==> config.mk <==
export PLATFORM = sky130hd
export DESIGN_NAME = epoch_redirect_ctrl
export DESIGN_NICKNAME = d
export VERILOG_FILES = /design/src/rtl/erc_pkg.sv /design/src/rtl/erc_queue.sv /design/src/rtl/erc_fetch.sv /design/src/rtl/erc_execute.sv /design/src/rtl/epoch_redirect_ctrl.sv
export SDC_FILE = /design/constraint.sdc
export NUM_CORES = 1
export LEC_CHECK = 0
export BUFFER_PORTS_ARGS = -buffer_cell sky130_fd_sc_hd__buf_4
export CORE_MARGIN = 2
export CORE_UTILIZATION = 45
export CTS_CLUSTER_SIZE = 10
export DETAILED_ROUTE_END_ITERATION = 8
export MAX_ROUTING_LAYER = met4
export PLACE_DENSITY = 0.71
export SLEW_MARGIN = 20
export SYNTH_ARGS = -nofsm -noshare
export SYNTH_HDL_FRONTEND = slang
export SYNTH_SLANG_ARGS = --single-unit
==> constraint.sdc <==
create_clock -name clk -period 7.5 [get_ports clk]
set_input_delay 0.375 -clock clk [delete_from_list [all_inputs] [get_ports clk]]
set_output_delay 0.375 -clock clk [all_outputs]
set_load 0.05 [all_outputs]
==> src/rtl/erc_pkg.sv <==
package erc_pkg;
    localparam int XLEN   = 32;
    localparam int INST_W = 32;

    typedef struct packed {
        logic [XLEN-1:0]   pc;
        logic [XLEN-1:0]   ppc;
        logic [INST_W-1:0] inst;
        logic              epoch;
    } f2e_rec_t;
endpackage

==> src/rtl/erc_queue.sv <==
module erc_queue #(
    parameter int  DEPTH = 2,
    parameter type T     = logic
) (
    input  logic clk,
    input  logic rst_n,
    input  logic enq,
    input  T     enq_data,
    input  logic deq,
    output T     head,
    output logic not_empty,
    output logic not_full
);
    localparam int PW = (DEPTH > 1) ? $clog2(DEPTH) : 1;
    localparam int CW = $clog2(DEPTH + 1);
    localparam int SLOTS = 2 ** PW;

    typedef struct packed {
        logic [PW-1:0] rd;
        logic [PW-1:0] wr;
        logic [CW-1:0] cnt;
    } qstate_t;

    qstate_t st_q, st_d;
    T        mem_q [SLOTS];
    logic    do_enq, do_deq;

    assign not_empty = (st_q.cnt != '0);
    assign not_full  = (st_q.cnt != CW'(DEPTH));
    assign do_enq    = enq && not_full;
    assign do_deq    = deq && not_empty;
    assign head      = mem_q[st_q.rd];

    always_comb begin
        st_d = st_q;
        if (do_enq) begin
            st_d.wr = (st_q.wr == PW'(DEPTH - 1)) ? '0 : st_q.wr + PW'(1);
        end
        if (do_deq) begin
            st_d.rd = (st_q.rd == PW'(DEPTH - 1)) ? '0 : st_q.rd + PW'(1);
        end
        if (do_enq && !do_deq) begin
            st_d.cnt = st_q.cnt + CW'(1);
        end else if (do_deq && !do_enq) begin
            st_d.cnt = st_q.cnt - CW'(1);
        end
    end

    always_ff @(posedge clk or negedge rst_n) begin
        if (!rst_n) begin
            st_q <= '0;
        end else begin
            st_q <= st_d;
        end
    end

    always_ff @(posedge clk) begin
        if (do_enq) begin
            mem_q[st_q.wr] <= enq_data;
        end
    end
endmodule

==> src/rtl/erc_fetch.sv <==
module erc_fetch
    import erc_pkg::*;
#(
    parameter logic [XLEN-1:0] RESET_PC = 32'h0000_0100
) (
    input  logic              clk,
    input  logic              rst_n,
    output logic [XLEN-1:0]   imem_addr,
    input  logic [INST_W-1:0] imem_data,
    input  logic              redir_valid,
    input  logic [XLEN-1:0]   redir_pc,
    output logic              redir_pop,
    input  logic              q_ready,
    output logic              q_push,
    output f2e_rec_t          q_rec
);
    localparam logic [XLEN-1:0] STEP = XLEN'(4);

    typedef struct packed {
        logic [XLEN-1:0] pc;
        logic            epoch;
    } fstate_t;

    fstate_t st_q, st_d;

    assign imem_addr = st_q.pc;

    always_comb begin
        st_d      = st_q;
        redir_pop = 1'b0;
        q_push    = 1'b0;
        q_rec     = '{pc: st_q.pc, ppc: st_q.pc + STEP, inst: imem_data, epoch: st_q.epoch};
        if (redir_valid) begin
            st_d.pc    = redir_pc;
            st_d.epoch = ~st_q.epoch;
            redir_pop  = 1'b1;
        end else if (q_ready) begin
            st_d.pc = st_q.pc + STEP;
            q_push  = 1'b1;
        end
    end

    always_ff @(posedge clk or negedge rst_n) begin
        if (!rst_n) begin
            st_q <= '{pc: RESET_PC, epoch: 1'b0};
        end else begin
            st_q <= st_d;
        end
    end
endmodule

==> src/rtl/erc_execute.sv <==
module erc_execute
    import erc_pkg::*;
(
    input  logic            clk,
    input  logic            rst_n,
    input  logic            go,
    input  logic            head_valid,
    input  f2e_rec_t        head,
    input  logic [XLEN-1:0] resolved_pc,
    output logic            pop,
    input  logic            redir_ready,
    output logic            redir_push,
    output logic [XLEN-1:0] redir_pc,
    output logic            retire_valid,
    output logic [XLEN-1:0] retire_pc,
    output logic            epoch_o
);
    typedef struct packed {
        logic epoch;
    } estate_t;

    estate_t st_q, st_d;
    logic    same_epoch, wrong_guess;

    assign same_epoch = (head.epoch == st_q.epoch);
    assign wrong_guess = (resolved_pc != head.ppc);
    assign redir_pc    = resolved_pc;
    assign retire_pc   = head.pc;
    assign epoch_o     = st_q.epoch;

    always_comb begin
        st_d         = st_q;
        pop          = 1'b0;
        redir_push   = 1'b0;
        retire_valid = 1'b0;
        if (go && head_valid) begin
            if (!same_epoch) begin
                pop = 1'b1;
            end else if (!wrong_guess) begin
                pop          = 1'b1;
                retire_valid = 1'b1;
            end else if (redir_ready) begin
                pop          = 1'b1;
                retire_valid = 1'b1;
                redir_push   = 1'b1;
                st_d.epoch   = ~head.epoch;
            end
        end
    end

    always_ff @(posedge clk or negedge rst_n) begin
        if (!rst_n) begin
            st_q <= '{epoch: 1'b0};
        end else begin
            st_q <= st_d;
        end
    end
endmodule

==> src/rtl/epoch_redirect_ctrl.sv <==
module epoch_redirect_ctrl
    import erc_pkg::*;
#(
    parameter logic [XLEN-1:0] RESET_PC = 32'h0000_0100,
    parameter int              QDEPTH   = 2
) (
    input  logic              clk,
    input  logic              rst_n,
    output logic [XLEN-1:0]   imem_addr,
    input  logic [INST_W-1:0] imem_data,
    input  logic              ex_enable,
    input  logic [XLEN-1:0]   ex_resolved_pc,
    output logic              ex_head_valid,
    output logic [XLEN-1:0]   ex_head_pc,
    output logic [XLEN-1:0]   ex_head_ppc,
    output logic [INST_W-1:0] ex_head_inst,
    output logic              retire_valid,
    output logic [XLEN-1:0]   retire_pc
);
    localparam int REDIR_DEPTH = 1;

    f2e_rec_t        f2e_in, f2e_head;
    logic            f2e_push, f2e_pop, f2e_not_empty, f2e_not_full;
    logic [XLEN-1:0] redir_in, redir_head;
    logic            redir_push, redir_pop, redir_valid, redir_not_full;
    logic            ex_epoch;

    erc_fetch #(.RESET_PC(RESET_PC)) u_fetch (
        .clk        (clk),
        .rst_n      (rst_n),
        .imem_addr  (imem_addr),
        .imem_data  (imem_data),
        .redir_valid(redir_valid),
        .redir_pc   (redir_head),
        .redir_pop  (redir_pop),
        .q_ready    (f2e_not_full),
        .q_push     (f2e_push),
        .q_rec      (f2e_in)
    );

    erc_queue #(.DEPTH(QDEPTH), .T(f2e_rec_t)) u_f2e (
        .clk      (clk),
        .rst_n    (rst_n),
        .enq      (f2e_push),
        .enq_data (f2e_in),
        .deq      (f2e_pop),
        .head     (f2e_head),
        .not_empty(f2e_not_empty),
        .not_full (f2e_not_full)
    );

    erc_execute u_exec (
        .clk         (clk),
        .rst_n       (rst_n),
        .go          (ex_enable),
        .head_valid  (f2e_not_empty),
        .head        (f2e_head),
        .resolved_pc (ex_resolved_pc),
        .pop         (f2e_pop),
        .redir_ready (redir_not_full),
        .redir_push  (redir_push),
        .redir_pc    (redir_in),
        .retire_valid(retire_valid),
        .retire_pc   (retire_pc),
        .epoch_o     (ex_epoch)
    );

    erc_queue #(.DEPTH(REDIR_DEPTH), .T(logic [XLEN-1:0])) u_redir (
        .clk      (clk),
        .rst_n    (rst_n),
        .enq      (redir_push),
        .enq_data (redir_in),
        .deq      (redir_pop),
        .head     (redir_head),
        .not_empty(redir_valid),
        .not_full (redir_not_full)
    );

    assign ex_head_valid = f2e_not_empty;
    assign ex_head_pc    = f2e_head.pc;
    assign ex_head_ppc   = f2e_head.ppc;
    assign ex_head_inst  = f2e_head.inst;
endmodule

==> results of run 1 <==
-- flip-flops by register name (all words and copies together) (netlist names) --
| name | count |
|---|---|
| u_f2e.mem_q | 190 |
| u_fetch.imem_addr | 32 |
| u_redir.mem_q | 32 |
| u_f2e.st_q | 4 |
| u_exec.epoch_o | 1 |
| u_fetch.q_rec | 1 |
| u_redir.not_empty | 1 |
-- layer usage --
layer | vias to the layer above | GRT usage (%) | part of all wire [%]
li1 | 2948 | - | -
met1 | 3163 | 23.9 | 42
met2 | 224 | 31.1 | 49
met3 | 35 | 4.39 | 7.3
met4 | 0 | 4.75 | 2.4
met5 | - | - | 0
-- through the flow --
step | cells | hold WS, ns | worst slack (ns)
detailed placement | 1202 | 0.429 | 3.48
finish | 1258 | 0.0272 | 3.15
global placement | 1202 | 0.425 | 3.54
floorplan | 732 | 0.0794 | 2.43
global route | 1258 | 0.00294 | 2.93
CTS | 1257 | 0.00619 | 3.09
-- cell families (layout without fill, tap and decap cells) --
group | after synthesis | after routing
xor+xnor | 96 | 96
buf+inv | 98 | 300
simple gates | 141 | 141
flops | 261 | 261
mux | 99 | 99
compound gates | 35 | 35
fa+ha+maj | 2 | 2
-- layout by cell type, fill, tap and decap left out, types with 3 or more instances in the layout --
cell type and count:
clkbuf_1 21, and3_1 3, nor4_1 8, xnor2_1 36
mux2_2 91, nand3_1 12, nand2_1 56, xor2_1 60
dfrtp_1 36, mux2_4 5, buf_4 237, nor3_1 8
o21ai_1 6, nand4_1 14, nor2_1 29, inv_1 7
edfxtp_1 222, clkbuf_16 31, o21ai_0 25
-- layout make-up --
cell class,count,area (um2),area share (%)
Clock buffer,54,882,6.47
Inverter,7,26.3,0.193
Multi-Input combinational cell,373,2880,21.1
Sequential cell,261,7650,56.1
Tap cell,324,405,2.97
Timing Repair Buffer,239,1800,13.2
-- worst max-delay path, delay by kind of cell, from the launching register on --
family	cells	cell delay (ns)
flops	1	0.99
simple gates	3	0.87
mux	1	0.42
xor+xnor	1	0.14
compound gates	1	0.15
buf+inv	2	0.84
-- worst min path at each step --
stage	end	slack, ns	cells after the start
after global routing	u_f2e.mem_q[1][13]$_DFFE_PP_	0.003	1
after CTS	u_f2e.mem_q[0][16]$_DFFE_PP_	0.006	1
after detailed placement	u_fetch.imem_addr[0]$_DFFE_PN0P_	0.43	1
after global placement	u_fetch.imem_addr[0]$_DFFE_PN0P_	0.43	1
after floorplan	u_exec.epoch_o$_DFFE_PN0P_	0.08	0
final	u_redir.mem_q[0][1]$_DFFE_PP_	0.03	1
==> run metrics, run 1 <==
first-pass GRT wire length 36400 um; mux cell area share after synthesis 10.2%; grt ovf 0; EDFF count, synth 222; area growth from synthesis to layout 22.5%; sequential-to-total area share from yosys stat 68.6%; Synth area leaders edfxtp_1, mux2_2, dfrtp_1, xor2_1, buf_4; Die Footprint 26000 um2; routed vias 6370; top-count cell post-synth edfxtp_1; status complete, no violations; total CTS buffers 30; final hold vios 0; clock-pin slew on the worst setup and hold paths 0.05 ns; placed cell areas 12700 um2; slowest CP cell dfrtp_4; initial core utilization 45.8%; proportion of layout cells with a drive suffix above 1 40.5%; adder-cell share of the synthesized area 0.225%; Critical Path RT 7.12 ns; DR WL/cell 19.5 um; post-route minimum period 4.35 ns; setup violators final 0; Final Instance Area 13600 um2; fin. max-slew vios 0; R2R setup slack 3.49 ns; net count after synthesis 801; relative slew slack 26.8%; XOR/XNOR Fraction of Synth Area 7.55%; max cap viols 0; Antenna diodes 0; synthesized area 11100 um2; Syn Inst Count 732; Final nets 981; post-CTS sizing 0; Final Wtd Congestion 0.811; Placeable Area 24300 um2; proportion of netlist area held by the largest area contributor 59.9%; crit-path cells buf_4 -> mux2_2 -> xor2_1 -> nor4_1 -> nand4_1 -> nor2_1 -> o21a_1 -> buf_4; CTS tree yes; CTS max path bufs 3; hold buffers post-CTS 1; period utilization 58.0%; Die Height 161 um; worst-skew pair later-pin latency 0.54 ns; I/O pin cnt 229; pin count of the biggest net entering global routing 75; Final Util 56.1%; CP startpoint u_f2e.st_q[3]$_DFFE_PN0P_; placed wire-length estimate 16500 um; Iter 0 DRT Violations 378; FF-to-FF path depth 11; clk_skew 0.0181 ns; RSZ-0062 raised after global routing no; Synth Area in Simple Gates 6.01%; # DRC 0; f_max 230 MHz; syn_area_per_cell 15.2 um2; Rows 57; PortBufs 228; Commonest cells post-synth edfxtp_1, mux2_2, buf_4, xor2_1, nand2_1; Sink Count 261; YS warnings 0; Crit Reg-Reg Endpoint u_f2e.st_q[1]$_DFFE_PN0P_; CP Class reg2out; Synth Flop Type edfxtp_1; post-synthesis compound-gate area fraction 1.67%; Avg Vias per Cell 5.06; reg2reg start u_f2e.st_q[3]$_DFFE_PN0P_; Root Driver clkbuf_16; WL final 24500 um; drt pass-1 iters 4; ys async rst share 14.9%; vias in the first global route 6247; FILL cells 1983; H-tree levels 1; Synth area leader edfxtp_1; setup TNS 0 ns; beginning of the worst hold path ex_resolved_pc[1]; Die Width 161 um; CP arrival 3.97 ns; critical path capture point retire_valid; # Post-CTS Setup Buffers 0; antenna violations before repair 0; actual slew at the worst max-slew pin 1.10 ns; Crit. End Element output port; hold crit path type in2reg; CP Launch Type flip-flop; CP max FO 57; gr usage total 18.9%; Synth cell types 35; antenna viol nets, final 0; largest family of logic cells by synthesized area multiplexers; Seq cells post-synth 261; Largest stage delay, worst path 0.99 ns; crit-path most repeated cell buf_4
Power of run 1 is not shown: default switching activity piles up to over one toggle a cycle in this logic, so the estimate is an artifact.
==> run 2, diff against run 1 <==
==> constraint.sdc (replaced) <==
create_clock -name clk -period 3.6 [get_ports clk]
set_input_delay 0.18 -clock clk [delete_from_list [all_inputs] [get_ports clk]]
set_output_delay 0.18 -clock clk [all_outputs]
set_load 0.05 [all_outputs]
==> run metrics, run 2 (synthesis gave the netlist of run 1 again) <==
clock-pin slew on the worst setup and hold paths 0.05 ns; drt pass-1 iters 5; Final nets 1050; setup TNS 0 ns; Placeable Area 24300 um2; status complete, no violations; max cap viols 0; Rows 57; Sink Count 261; CTS max path bufs 3; gr usage total 19.8%; most frequent cells in the layout buf_4, edfxtp_1, mux2_2; clk_skew 0.0161 ns; most common cell after layout, fill and taps aside buf_4; R2R setup slack 0.41 ns; actual slew at the worst max-slew pin 1.15 ns; area growth from synthesis to layout 28.9%; routed vias 6606; CTS tree yes; Die Height 161 um; Critical Path RT 3.42 ns; pin count of the biggest net entering global routing 84; DR WL/cell 19.3 um; Final Wtd Congestion 0.826; antenna viol nets, final 0; fin. max-slew vios 0; CP Class reg2out; CP arrival 3.21 ns; PortBufs 228; max reg flops 190; f_max 295 MHz; CP max FO 23; worst-skew pair later-pin latency 0.55 ns; hold crit path type in2reg; # DRC 0; H-tree levels 1; vias in the first global route 6539; antenna violations before repair 0; proportion of layout cells with a drive suffix above 1 38.2%; Root Driver clkbuf_16; grt ovf 0; Biggest register u_f2e.mem_q; Crit. End Element output port; WL final 25600 um; RSZ-0062 raised after global routing no; Die Width 161 um; Iter 0 DRT Violations 459; FILL cells 1919; placed wire-length estimate 16900 um; relative slew slack 23.1%; final hold vios 0; setup ws final 0.213 ns; Post-Place Worst Slack 0.339 ns; first-pass GRT wire length 38200 um; CP Launch Type flip-flop; Antenna diodes 0; setup violators final 0; post-route minimum period 3.39 ns; post-CTS sizing 0; total CTS buffers 30; Avg Vias per Cell 4.97; period utilization 94.1%; I/O pin cnt 229; initial core utilization 45.8%; Die Footprint 26000 um2; Final Util 59.0%
-- run 2: metal layers --
metal | up-vias | wire length (um) | track usage, %
met4 | 0 | 570 | 5.24
met2 | 218 | 12400 | 31.8
met5 | - | 0 | -
met1 | 3264 | 11200 | 26.1
met3 | 42 | 1500 | 3.95
li1 | 3082 | - | -
-- run 2: through the flow --
stage	instances	hold WS, ns	area, um2
2_1_floorplan	732	-0.116	11100
3_3_place_gp	1207	0.226	12800
3_5_place_dp	1207	0.230	12800
4_1_cts	1327	0.116	14300
5_1_grt	1328	0.163	14400
6_report	1328	0.131	14400
-- run 2: area by class of cell --
class | instances | area, um2 | share of cell area, %
inverters | 7 | 26.3 | 0.183
flip-flops and latches | 261 | 7650 | 53.3
well taps | 324 | 405 | 2.82
repair buffers | 308 | 2510 | 17.5
clock inverters | 1 | 5.00 | 0.0349
multi-input cells | 373 | 2880 | 20.0
clock buffers | 54 | 882 | 6.14
-- run 2: final timing paths --
check,start,to,cells after the start
max,u_f2e.st_q[3]$_DFFE_PN0P_,retire_valid,9
min,ex_enable,u_f2e.st_q[3]$_DFFE_PN0P_,4
max reg2reg,u_f2e.st_q[3]$_DFFE_PN0P_,u_redir.mem_q[0][12]$_DFFE_PP_,7
min reg2reg,u_redir.mem_q[0][16]$_DFFE_PP_,u_fetch.imem_addr[16]$_DFFE_PN0N_,2
max in group asynchronous,rst_n,u_f2e.st_q[3]$_DFFE_PN0P_,2
min in group asynchronous,rst_n,u_fetch.imem_addr[0]$_DFFE_PN0P_,2
-- run 2: critical path, cell delays in order, from the launching register on --
cell and delay (ns):
dfrtp_4 0.67, buf_12 0.25, mux2_4 0.33, xor2_1 0.14
nor4_1 0.42, nand4_1 0.21, nor2_1 0.18, buf_4 0.14
o21a_1 0.11, buf_4 0.19
-- run 2: what timing repair did --
action,CTS,global route
setup buffers,0,1
hold buffers,65,0
hold endpoints to repair,134,0
endpoints found under the setup margin,0,1
Power of run 2 is left out for the same reason.
==> run 3, diff against run 2 <==
--- a/config.mk
+++ b/config.mk
@@ -7,11 +7,12 @@
 export LEC_CHECK = 0
 export BUFFER_PORTS_ARGS = -buffer_cell sky130_fd_sc_hd__buf_4
 export CORE_MARGIN = 2
-export CORE_UTILIZATION = 45
+export CORE_UTILIZATION = 25
 export CTS_CLUSTER_SIZE = 10
 export DETAILED_ROUTE_END_ITERATION = 8
 export MAX_ROUTING_LAYER = met4
-export PLACE_DENSITY = 0.71
+export PLACE_DENSITY = 0.45
+export RECOVER_POWER = 50
 export SLEW_MARGIN = 20
 export SYNTH_ARGS = -nofsm -noshare
 export SYNTH_HDL_FRONTEND = slang
==> run metrics, run 3 (synthesis gave the netlist of run 1 again) <==
# DRC 0; crit-path cells buf_4 -> mux2_2 -> xor2_1 -> nor4_1 -> nand4_1 -> nor2_1 -> buf_4 -> o21a_1 -> buf_4; RSZ-0062 raised after global routing no; placed wire-length estimate 20800 um; proportion of layout cells with a drive suffix above 1 31.2%; most frequent cells in the layout edfxtp_1, buf_4, mux2_2; total CTS buffers 34; f_max 299 MHz; initial core utilization 25.2%; Final Wtd Congestion 0.760; post-CTS sizing 0; CP Launch Type flip-flop; Largest stage delay, worst path 0.58 ns; CTS max path bufs 3; status complete, but fails checks; CP arrival 3.16 ns; clock-pin slew on the worst setup and hold paths 0.05 ns; hold slack 0.149 ns; Antenna diodes 0; placed cell areas 13100 um2; Final Instance Area 14500 um2; grt ovf 0; Crit. End Element output port; setup violators final 0; Final nets 1056; pin count of the biggest net entering global routing 82; hold-critical path depth 4; Die Height 215 um; Biggest register u_f2e.mem_q; Sink Count 261; most common cell after layout, fill and taps aside edfxtp_1; antenna violations before repair 0; crit-path most repeated cell buf_4; worst-skew pair later-pin latency 0.52 ns; hold crit path type in2reg; gr usage total 13.5%; Rows 77; routed vias 6516; clk_skew 0.0172 ns; max cap viols 2; violated checks max-capacitance violations, max-slew violations; vias in the first global route 6647; FF-to-FF path depth 11; period utilization 92.9%; Avg Vias per Cell 4.06; post-route minimum period 3.34 ns; Die Footprint 46200 um2; I/O pin cnt 229; PortBufs 228; final hold vios 0; drt pass-1 iters 4; slowest CP cell dfrtp_4; max reg flops 190; R2R setup slack 0.52 ns; H-tree levels 2; Die Width 215 um; Root Driver clkbuf_16; CP max FO 14; DR WL/cell 19.0 um; setup TNS 0 ns; Final Util 33.0%; area growth from synthesis to layout 30.7%; Crit Reg-Reg Endpoint u_f2e.st_q[1]$_DFFE_PN0P_; Placeable Area 44100 um2; fin. max-slew vios 98; beginning of the worst hold path ex_enable; CTS tree yes; Iter 0 DRT Violations 319; first-pass GRT wire length 44200 um; hold worst-path end u_f2e.st_q[0]$_DFFE_PN0P_; CP startpoint u_f2e.st_q[3]$_DFFE_PN0P_; actual slew at the worst max-slew pin 2.65 ns; reg2reg start u_f2e.st_q[3]$_DFFE_PN0P_; Critical Path RT 3.42 ns; antenna viol nets, final 0; relative slew slack -76.8%; WL final 30500 um; CP Class reg2out
## run 3: cell type report
type / count / area, um2
multi-input combinational: 373 / 2870
fill: 4508 / 29600
inverter: 7 / 26.3
timing repair buffer: 310 / 2270
clock buffer: 52 / 960
sequential: 261 / 7650
clock inverter: 9 / 43.8
tap: 592 / 741
## run 3: how the worst max path moves through the flow
stage / cells after the start / slack (ns) / endpoint
6_report: 9 / 0.26 / retire_valid
5_1_grt: 9 / 0.03 / retire_valid
4_1_cts: 9 / 0.11 / retire_valid
3_5_place_dp: 7 / 0.34 / u_redir.mem_q[0][28]$_DFFE_PP_
3_3_place_gp: 7 / 0.42 / u_redir.mem_q[0][28]$_DFFE_PP_
2_1_floorplan: 3 / 0.03 / u_f2e.mem_q[0][0]$_DFFE_PP_
## run 3: what timing repair did
item,CTS,global route
buffers inserted,0,1
hold buffers,65,0
hold endpoints to repair,134,0
endpoints found under the setup margin,0,1
## run 3: metal layers
metal  track usage (%)  vias up  routed length (um)
li1                  -     3102                   -
met1              16.6     3209               13700
met2              21.3      156               14400
met3              3.72       49                1760
met4              4.46        0                 695
met5                 -        -                   0
## run 3: critical path, delay by kind of cell (launching register included)
kind	cells	cell delay, ns
simple gates	3	0.89
flops	1	0.58
buf+inv	3	0.57
mux	1	0.36
xor+xnor	1	0.15
compound gates	1	0.10
## run 3: through the flow
stage	cells	setup slack [ns]
after floorplan	732	0.0310
after global placement	1476	0.423
after detailed placement	1476	0.337
after CTS	1602	0.110
after global routing	1604	0.0335
final	1604	0.256
Power of run 3 is left out for the same reason.
